<file path="src/rtl/rstEntryPkg.sv">
package rstEntryPkg;

  localparam int STATE_W = 10;

  typedef enum logic [2:0] {
    EV_NONE = 3'd0,
    EV_POR  = 3'd1,
    EV_WDOG = 3'd2,
    EV_EXT  = 3'd3,
    EV_SW   = 3'd4,
    EV_TRAP = 3'd5
  } evKind_e;

  // Field order sets bit positions: altGlobals is bit 9, memModel is bits 1:0.
  typedef struct packed {
    logic       altGlobals;
    logic       mmuGlobals;
    logic       intGlobals;
    logic       intEnable;
    logic       privileged;
    logic       addrMask;
    logic       fpuEnable;
    logic       recovery;
    logic [1:0] memModel;
  } procState_t;

  localparam procState_t ENTRY_STATE = '{
    altGlobals: 1'b1,
    mmuGlobals: 1'b0,
    intGlobals: 1'b0,
    intEnable:  1'b0,
    privileged: 1'b1,
    addrMask:   1'b0,
    fpuEnable:  1'b1,
    recovery:   1'b1,
    memModel:   2'b00
  };

  typedef struct packed {
    logic    load;
    evKind_e kind;
    logic    wrState;
    logic    adv;
  } ctlStrobe_t;

endpackage

</file>
<file path="src/rtl/entryControl.sv">
module entryControl
  import rstEntryPkg::*;
(
  input  logic       clk,
  input  logic       porReq,
  input  logic       fatalRst,
  input  logic       wdogReq,
  input  logic       extReq,
  input  logic       swReq,
  input  logic       trapRecReq,
  input  logic       stWrEn,
  input  logic       advance,
  input  logic       fatalDet,
  output ctlStrobe_t ctl,
  output logic       fatalReport
);

  logic fatalQ;

  // Priority chain: the first source that asserts picks the entry kind.
  always_comb begin
    ctl = '{load: 1'b0, kind: EV_NONE, wrState: 1'b0, adv: 1'b0};
    if (porReq) begin
      ctl.load = 1'b1;
      ctl.kind = EV_POR;
    end else if (fatalRst) begin
      ctl.load = 1'b1;
      ctl.kind = EV_POR;
    end else if (wdogReq) begin
      ctl.load = 1'b1;
      ctl.kind = EV_WDOG;
    end else if (extReq) begin
      ctl.load = 1'b1;
      ctl.kind = EV_EXT;
    end else if (swReq) begin
      ctl.load = 1'b1;
      ctl.kind = EV_SW;
    end else if (trapRecReq) begin
      ctl.load = 1'b1;
      ctl.kind = EV_TRAP;
    end else begin
      ctl.wrState = stWrEn;
      ctl.adv     = advance;
    end
  end

  // Fatal report: raised on detect, dropped only by the system's reset.
  always_ff @(posedge clk) begin
    if (porReq || fatalRst) begin
      fatalQ <= 1'b0;
    end else if (fatalDet) begin
      fatalQ <= 1'b1;
    end
  end

  assign fatalReport = fatalQ;

  AST_FATAL_HOLD: assert property (@(posedge clk) disable iff (porReq)
    (fatalReport && !fatalRst) |=> fatalReport);

  AST_FATAL_SET: assert property (@(posedge clk) disable iff (porReq)
    (fatalDet && !fatalRst) |=> fatalReport);

  AST_FATAL_CLEAR: assert property (@(posedge clk)
    (porReq || fatalRst) |=> !fatalReport);

endmodule

</file>
<file path="src/rtl/archStateRegs.sv">
module archStateRegs
  import rstEntryPkg::*;
#(
  parameter int          ADDR_W     = 64,
  parameter logic [63:0] VA_BASE    = 64'hFFFF_FFFF_F000_0000,
  parameter logic [63:0] PA_BASE    = 64'h0000_07FF_F000_0000,
  parameter bit          PA_SUPPORT = 1'b1,
  parameter int          OFF_W      = 8,
  parameter logic [OFF_W-1:0] OFF_POR  = 8'h20,
  parameter logic [OFF_W-1:0] OFF_WDOG = 8'h40,
  parameter logic [OFF_W-1:0] OFF_EXT  = 8'h60,
  parameter logic [OFF_W-1:0] OFF_SW   = 8'h80,
  parameter logic [OFF_W-1:0] OFF_TRAP = 8'hA0,
  parameter int          STEP       = 4
)(
  input  logic              clk,
  input  logic              paMode,
  input  ctlStrobe_t        ctl,
  input  logic [STATE_W-1:0] stWrData,
  output logic [ADDR_W-1:0] pcOut,
  output logic [ADDR_W-1:0] npcOut,
  output logic [STATE_W-1:0] stateOut
);

  localparam logic [ADDR_W-1:0] STEP_V = ADDR_W'(STEP);

  logic [ADDR_W-1:0] vecBase;
  logic [OFF_W-1:0]  offSel;
  logic [ADDR_W-1:0] vecPc;
  logic [ADDR_W-1:0] vecNpc;
  logic [ADDR_W-1:0] pcQ;
  logic [ADDR_W-1:0] npcQ;
  procState_t        stQ;

  generate
    if (PA_SUPPORT) begin : g_paBase
      assign vecBase = paMode ? PA_BASE[ADDR_W-1:0] : VA_BASE[ADDR_W-1:0];
    end else begin : g_vaBase
      logic unusedPa;
      assign unusedPa = paMode;
      assign vecBase  = VA_BASE[ADDR_W-1:0];
    end
  endgenerate

  always_comb begin
    case (ctl.kind)
      EV_POR:  offSel = OFF_POR;
      EV_WDOG: offSel = OFF_WDOG;
      EV_EXT:  offSel = OFF_EXT;
      EV_SW:   offSel = OFF_SW;
      EV_TRAP: offSel = OFF_TRAP;
      default: offSel = '0;
    endcase
  end

  assign vecPc  = vecBase | ADDR_W'(offSel);
  assign vecNpc = vecBase | (ADDR_W'(offSel) + STEP_V);

  always_ff @(posedge clk) begin
    if (ctl.load) begin
      pcQ  <= vecPc;
      npcQ <= vecNpc;
      stQ  <= ENTRY_STATE;
    end else begin
      if (ctl.adv) begin
        pcQ  <= npcQ;
        npcQ <= npcQ + STEP_V;
      end
      if (ctl.wrState) begin
        stQ <= procState_t'(stWrData);
      end
    end
  end

  assign pcOut    = pcQ;
  assign npcOut   = npcQ;
  assign stateOut = stQ;

  AST_LOAD_PAIR: assert property (@(posedge clk)
    ctl.load |=> (npcOut == (pcOut + STEP_V)));

  AST_HOLD_IDLE: assert property (@(posedge clk)
    (!ctl.load && !ctl.adv) |=> ($stable(pcOut) && $stable(npcOut)));

endmodule

</file>
<file path="src/rtl/resetEntryCtrl.sv">
module resetEntryCtrl
  import rstEntryPkg::*;
#(
  parameter int          ADDR_W     = 64,
  parameter logic [63:0] VA_BASE    = 64'hFFFF_FFFF_F000_0000,
  parameter logic [63:0] PA_BASE    = 64'h0000_07FF_F000_0000,
  parameter bit          PA_SUPPORT = 1'b1,
  parameter int          STEP       = 4
)(
  input  logic                clk,
  input  logic                porReq,
  input  logic                fatalRst,
  input  logic                wdogReq,
  input  logic                extReq,
  input  logic                swReq,
  input  logic                trapRecReq,
  input  logic                stWrEn,
  input  logic [STATE_W-1:0]  stWrData,
  input  logic                fatalDet,
  input  logic                advance,
  input  logic                paMode,
  output logic [ADDR_W-1:0]   pcOut,
  output logic [ADDR_W-1:0]   npcOut,
  output logic [STATE_W-1:0]  stateOut,
  output logic                fatalReport
);

  localparam int OFF_W = 8;
  localparam logic [ADDR_W-1:0] STEP_V = ADDR_W'(STEP);

  ctlStrobe_t ctl;

  entryControl u_ctl (
    .clk        (clk),
    .porReq     (porReq),
    .fatalRst   (fatalRst),
    .wdogReq    (wdogReq),
    .extReq     (extReq),
    .swReq      (swReq),
    .trapRecReq (trapRecReq),
    .stWrEn     (stWrEn),
    .advance    (advance),
    .fatalDet   (fatalDet),
    .ctl        (ctl),
    .fatalReport(fatalReport)
  );

  archStateRegs #(
    .ADDR_W    (ADDR_W),
    .VA_BASE   (VA_BASE),
    .PA_BASE   (PA_BASE),
    .PA_SUPPORT(PA_SUPPORT),
    .OFF_W     (OFF_W),
    .STEP      (STEP)
  ) u_dp (
    .clk     (clk),
    .paMode  (paMode),
    .ctl     (ctl),
    .stWrData(stWrData),
    .pcOut   (pcOut),
    .npcOut  (npcOut),
    .stateOut(stateOut)
  );

  // Checks on the block edge, built from the raw inputs.
  logic anyEntry;
  assign anyEntry = porReq | fatalRst | wdogReq | extReq | swReq | trapRecReq;

  function automatic logic [ADDR_W-1:0] baseOf(input logic pa);
    if (PA_SUPPORT && pa) return PA_BASE[ADDR_W-1:0];
    return VA_BASE[ADDR_W-1:0];
  endfunction

  AST_POR_VECTOR: assert property (@(posedge clk)
    porReq |=> (pcOut == (baseOf($past(paMode)) | ADDR_W'(8'h20))));

  AST_WDOG_VECTOR: assert property (@(posedge clk) disable iff (porReq)
    (wdogReq && !fatalRst) |=> (pcOut == (baseOf($past(paMode)) | ADDR_W'(8'h40))));

  AST_TRAP_VECTOR: assert property (@(posedge clk) disable iff (porReq)
    (trapRecReq && !fatalRst && !wdogReq && !extReq && !swReq)
    |=> (pcOut == (baseOf($past(paMode)) | ADDR_W'(8'hA0))));

  AST_ENTRY_STATE: assert property (@(posedge clk)
    anyEntry |=> (stateOut == STATE_W'(ENTRY_STATE)));

  AST_WRITE_KEEPS_PC: assert property (@(posedge clk) disable iff (porReq)
    (stWrEn && !anyEntry && !advance) |=> ($stable(pcOut) && $stable(npcOut)));

  AST_WRITE_LANDS: assert property (@(posedge clk) disable iff (porReq)
    (stWrEn && !anyEntry) |=> (stateOut == $past(stWrData)));

  AST_ADVANCE_STEP: assert property (@(posedge clk) disable iff (porReq)
    (advance && !anyEntry)
    |=> ((pcOut == $past(npcOut)) && (npcOut == $past(npcOut) + STEP_V)));

endmodule

</file>
<file path="config.mk">
export PLATFORM = sky130hd
export DESIGN_NAME = resetEntryCtrl
export DESIGN_NICKNAME = d
export VERILOG_FILES = /design/src/rtl/rstEntryPkg.sv /design/src/rtl/entryControl.sv /design/src/rtl/archStateRegs.sv /design/src/rtl/resetEntryCtrl.sv
export SDC_FILE = /design/constraint.sdc
export NUM_CORES = 1
export LEC_CHECK = 0
export ABC_AREA = 0
export BUFFER_PORTS_ARGS = -buffer_cell sky130_fd_sc_hd__buf_4
export CAP_MARGIN = 10
export CORE_MARGIN = 2
export CORE_UTILIZATION = 30
export CTS_CLUSTER_DIAMETER = 120
export DETAILED_ROUTE_END_ITERATION = 12
export GPL_TIMING_DRIVEN = 0
export PLACE_DENSITY = 0.62
export SLEW_MARGIN = 20
export SYNTH_ARGS = -nofsm -noshare
export SYNTH_HDL_FRONTEND = slang
export SYNTH_SLANG_ARGS = --single-unit
</file>
<file path="constraint.sdc">
create_clock -name clk -period 15.7 [get_ports clk]
set_input_delay 3.14 -clock clk [delete_from_list [all_inputs] [get_ports clk]]
set_output_delay 3.14 -clock clk [all_outputs]
set_load 0.02 [all_outputs]
</file>
==> flow_summary.toml, run 1 <==
[yosys]
synth_edf_count = 124
synth_area_um2 = 6710
yosys_warnings = 0
synth_flop_cell = "edfxtp_1"
ys_types = 56
synth_seq_cells = 135
async_flop_share = 0
synth_common_cells = "edfxtp_1 (124), nand2_1 (81), nor2_1 (53)"
yosysMostFrequentCell = "edfxtp_1"
yosysSeqAreaShare = 0.588
synth_top_cell_area_share = 0.555
synthTopCellsByArea = "edfxtp_1 (56%), nand2_1 (4.5%), dfxtp_1 (3.3%), and3_1 (3.3%), nor2_1 (3.0%)"
avgSynthCellArea_um2 = 11.4
synthCells = 587
synth_area_leader_cell = "edfxtp_1"

[floorplanning]
die_area_um2 = 23600
num_io_pins = 160
chipHeight_um = 154
start_util = 0.306
die_width_um = 154
core-area_um2 = 21900
row_count = 54

[hold_path]
min_from = "u_ctl.fatalReport"
hold_class = "reg2reg"

[final_layout]
instances_no_fill = 1058
n_antenna_cell = 0
utilization = 0.407
fin_nets = 787
drive_gt1_frac = 0.296
synthToLayoutAreaGrowth_pct = 32.8

[grt]
grt_usage = 0.162
grt_antenna_before_repair = 0
grt_first_pass_wirelength_um = 29700
grt_overflow = 0
first_global_vias = 5120
grt_max_degree = 54

[setup_path]
cp_cell_sequence = "buf_4 > or4_1 > nor3_2 > buf_1 > nand2b_4 > buf_16 > buf_16"
required_ns = 15.85
cp-startpoint = "porReq"
worstReg2RegStart = "u_dp.npcOut[2]"
worstPathArrival_ns = 5.73
critPathMaxFanout = 53
r2r_slack_ns = 12.95
crit_type = "in2reg"
r2r_cells = 6
cp-endpoint = "u_dp.npcOut[18]"
cp-end-kind = "register"
r2r_end = "u_dp.npcOut[42]"
slowest_delay_ns = 0.62
critPathLaunchType = "input pin"
cp_slowest_cell = "buf_1"
cpMostUsedCell = "buf_16"

[placed_design]
port_buffers = 154
gp_congestion = 0.804
dp_cells = 1026
dpl.hpwl_um = 13500

[routing]
drt_pass1_iterations = 5
drcViolationCount = 0
drt_iter0_drc = 439
avgViaCountPerCell = 5.05
vias = 5339
wl_met3_um = 1290
ant_nets = 0
wl_um = 19100
wl_met2_um = 8860
routed.top_layer = "met4"
wl_met1_um = 8580
wl_per_cell_um = 18.0

[power]
ir_drop_mv = 0.0599
power_uw = 874
p_per_area_nw_per_um2 = 98.1
power.leakage_nw = 3.49

[timing]
setup_viol = 0
finalMaxSlewViolations = 0
relSlewSlack = 0.487
worst_slew_pin_slew_ns = 0.770
finalSetupTns_ns = 0
clock.fmax_mhz = 179
rsz0062_at_grt = "false"
final.min_clock_period_ns = 5.58
clock_skew_ns = 0.0120
min_period_over_period = 0.355
finalHoldViolCount = 0

[clock_network]
holdBufCountCts = 0
clockBufferDepth = 2
clkLatencyLatePin_ns = 0.43
clock-root-buffer = "clkbuf_16"
cts.sinks = 135
path_clk_slew_ns = 0.06
htreeDepth = 4
cts_tree = "yes"
post_cts_resized = 0
cts_setup_buffers = 0
cts_buffers = 17

[run_status]
status = "completed"

[flow_run]
maxCapViolCount = 0
where the power goes:
part	internal (mW)	switching, mW
sequential	0.398	0.00902
combinational	0.0214	0.0290
clock	0.262	0.155
total	0.682	0.193
stage by stage:
step | setup slack, ns | hold WS, ns | cell area (µm²)
floorplan | 8.35 | 0.584 | 6720
global placement | 6.24 | 0.452 | 8230
detailed placement | 9.59 | 0.458 | 8290
CTS | 10.05 | 0.479 | 8910
global route | 9.89 | 0.492 | 8910
finish | 10.12 | 0.477 | 8910
area by class of cell:
class / instances / area (µm²)
inverter: 5 / 18.8
multi-input combinational: 418 / 2590
clock inverter: 3 / 16.3
buffer: 32 / 178
timing repair buffer: 156 / 1210
tap: 280 / 350
clock buffer: 29 / 607
sequential: 135 / 3940
fill: 2151 / 13000
how the worst min path moves through the flow:
| stage | endpoint | slack [ns] | depth (start not counted) |
|---|---|---|---|
| 2_1_floorplan | u_dp.stateOut[0] | 0.58 | 2 |
| 3_3_place_gp | u_ctl.fatalReport | 0.45 | 1 |
| 3_5_place_dp | u_dp.stateOut[9] | 0.46 | 2 |
| 4_1_cts | u_ctl.fatalReport | 0.48 | 1 |
| 5_1_grt | u_ctl.fatalReport | 0.49 | 1 |
| 6_report | u_ctl.fatalReport | 0.48 | 1 |
sequential cells by signal, indices dropped and copies added (netlist names):
name,count
u_ctl.fatalReport,1
u_dp.npcOut,62
u_dp.pcOut,62
u_dp.stateOut,10
worst max-delay path, delay by kind of cell:
kind / cells / cell delay (ns)
buffers and inverters: 4 / 1.29
and+or+nand+nor: 3 / 1.21
placed cells by master, fill, tap and decap left out, drive strengths merged, types with 2 or more instances in the layout:
cell    instances
a211oi         10
a21oi           6
a221o           3
a311oi          4
a31o            2
a31oi           8
and2            5
and3           41
and4           12
buf           172
clkbuf         45
clkinv          2
conb            4
dfxtp          11
edfxtp        124
inv             6
mux2            2
mux2i          12
nand2          81
nand2b         18
nand3          29
nand4          18
nor2           53
nor3           22
nor3b           2
nor4           16
nor4b           2
o21ai          12
o31ai           8
or3             5
or4             7
xnor2          17
xor2           13
routing by layer:
metal | vias to the layer above | global-route usage
li1 | 2563 | -
met5 | - | 0
met3 | 23 | 0.0454
met1 | 2590 | 0.216
met2 | 163 | 0.254
met4 | 0 | 0.0546
cell families (layout without fill, tap and decap cells):
| kind of cell | Yosys count | after routing | synth area share |
|---|---|---|---|
| fa+ha+maj | 1 | 1 | 0.00187 |
| other cells | 1 | 4 | 0.000559 |
| compound gates | 57 | 57 | 0.0588 |
| xor+xnor | 30 | 30 | 0.0392 |
| mux | 14 | 14 | 0.0213 |
| flops | 135 | 135 | 0.588 |
| buf+inv | 37 | 225 | 0.0293 |
| simple gates | 312 | 312 | 0.261 |
Power figures use the tool's default switching activity.
==> run 2: changes to the inputs <==
--- a/config.mk
+++ b/config.mk
@@ -13,7 +13,7 @@
 export CTS_CLUSTER_DIAMETER = 120
 export DETAILED_ROUTE_END_ITERATION = 12
 export GPL_TIMING_DRIVEN = 0
-export PLACE_DENSITY = 0.62
+export PLACE_DENSITY = 0.64
 export SLEW_MARGIN = 20
 export SYNTH_ARGS = -nofsm -noshare
 export SYNTH_HDL_FRONTEND = slang
==> constraint.sdc (replaced) <==
create_clock -name clk -period 5.1 [get_ports clk]
set_input_delay 1.02 -clock clk [delete_from_list [all_inputs] [get_ports clk]]
set_output_delay 1.02 -clock clk [all_outputs]
set_load 0.02 [all_outputs]
==> run 2 against run 1 <==
  * Flip-flop and latch count unchanged
  * Critical endpoint is now u_dp.npcOut[8]
  * Largest power group is now registers
  * Setup slack lost 8.2 ns
  * Clock power grew to 2.9 times the previous value
  * Clock skew is 0.0013 ns lower
  * Global-route usage down 0.37 points
  * Core utilization fell by 0.29 points
  * Via count is 0.49% lower
  * Clock-buffer cell count shrank 10
==> flow_summary.toml, run 2 (synthesized netlist as in run 1, its figures left out) <==
[timing]
worst_slew_pin_slew_ns = 0.702
clock_skew_ns = 0.0108
finalHoldViolCount = 0
clock.fmax_mhz = 311
finalSetupTns_ns = 0
finalMaxSlewViolations = 0
setup_viol = 0
finalWorstSetupSlack_ns = 1.88
final.min_clock_period_ns = 3.22
rsz0062_at_grt = "false"
relSlewSlack = 0.528
min_period_over_period = 0.631
hold-worst-slack_ns = 0.474

[clock_network]
clkLatencyLatePin_ns = 0.43
path_clk_slew_ns = 0.06
cts_tree = "yes"
cts_setup_buffers = 0
holdBufCountCts = 0
htreeDepth = 4
post_cts_resized = 0
clockBufferDepth = 2
cts.sinks = 135
cts_buffers = 17
clock-root-buffer = "clkbuf_16"

[hold_path]
hold_class = "reg2reg"

[setup_path]
critPathMaxFanout = 49
required_ns = 5.24
cp-end-kind = "register"
critPathLaunchType = "input pin"
worstPathArrival_ns = 3.36
crit_type = "in2reg"

[routing]
drt_iter0_drc = 501
wl_um = 18700
wl_per_cell_um = 17.7
avgViaCountPerCell = 5.03
ant_nets = 0
drcViolationCount = 0
vias = 5313
drt_pass1_iterations = 5

[grt]
first_global_vias = 4940
grt_antenna_before_repair = 0
grt_usage = 0.158
grt_overflow = 0
grt_max_degree = 50
grt_first_pass_wirelength_um = 28600

[power]
power_mw = 2.62
p_per_area_nw_per_um2 = 296
ir_drop_mv = 0.189
combPwrFrac = 0.059
power.leakage_nw = 3.45
switchingPower_uw = 576
power_frac_seq = 0.478
power_frac_clock = 0.463
internal_power_mw = 2.05
netSwitchingFraction = 0.220

[placed_design]
pre_cts_ws_ns = 1.34
port_buffers = 154
dp_cells = 1026
gp_congestion = 0.835
dpl.hpwl_um = 13500
place_area_um2 = 8280

[final_layout]
design_area_um2 = 8850
utilization = 0.404
n_antenna_cell = 0
synthToLayoutAreaGrowth_pct = 31.9
instances_no_fill = 1057
drive_gt1_frac = 0.292
fin_nets = 787
fillers = 2168
layout_commonest_cell = "buf_4"
final_cell_mix = "buf_4 (159), edfxtp_1 (124), nand2_1 (81)"

[floorplanning]
num_io_pins = 160
core-area_um2 = 21900
row_count = 54
start_util = 0.306
chipHeight_um = 154
die_area_um2 = 23600
die_width_um = 154

[flow_run]
maxCapViolCount = 0

[run_status]
status = "completed"
## run 2: cell count changes in the layout (fill, tap and decap cells not counted)
cell / delta
clkbuf_16: -5
clkinvlp_4: +2
clkinv_1: +4
buf_12: +1
clkbuf_8: -3
inv_4: -1
bufinv_16: +3
clkbuf_1: -2
clkinv_2: +1
buf_16: -1
## run 2: critical path, cell delays in order
cell and delay (ns):
buf_4 0.12, or4_1 0.59, nor3_2 0.20, buf_1 0.56, nand2b_4 0.48, buf_16 0.35
## run 2: layout make-up
class / count / area (µm²) / area share
flip-flops and latches: 135 / 3940 / 0.446
multi-input cells: 418 / 2590 / 0.292
repair buffers: 156 / 1200 / 0.136
clock buffers: 19 / 433 / 0.0489
well taps: 280 / 350 / 0.0396
plain buffers: 32 / 178 / 0.0201
clock inverters: 12 / 135 / 0.0153
inverters: 5 / 18.8 / 0.00212
## run 2: per-layer routing
| metal | GRT usage | up-vias | part of all wire |
|---|---|---|---|
| met2 | 0.250 | 187 | 0.47 |
| li1 | - | 2576 | - |
| met1 | 0.211 | 2535 | 0.45 |
| met4 | 0.0450 | 0 | 0.011 |
| met5 | 0 | - | 0 |
| met3 | 0.0482 | 15 | 0.073 |
## run 2: path summary, 6_finish.rpt
| path | start | slack (ns) | depth (start not counted) | endpoint |
|---|---|---|---|---|
| setup / recovery | porReq | 1.88 | 6 | u_dp.npcOut[8] |
| hold / removal | u_ctl.fatalReport | 0.47 | 1 | u_ctl.fatalReport |
| setup reg to reg | u_dp.npcOut[3] | 2.39 | 6 | u_dp.npcOut[42] |
| hold reg to reg | u_ctl.fatalReport | 0.47 | 1 | u_ctl.fatalReport |
## run 2: power groups by stage
stage                     sequential, mW  combinational (mW)  clock (mW)
after floorplan                     1.30              0.0519           0
after global placement              1.28               0.153           0
after detailed placement            1.28               0.156           0
after CTS                           1.25               0.156        1.24
after global routing                1.26               0.167        1.27
final                               1.25               0.155        1.21
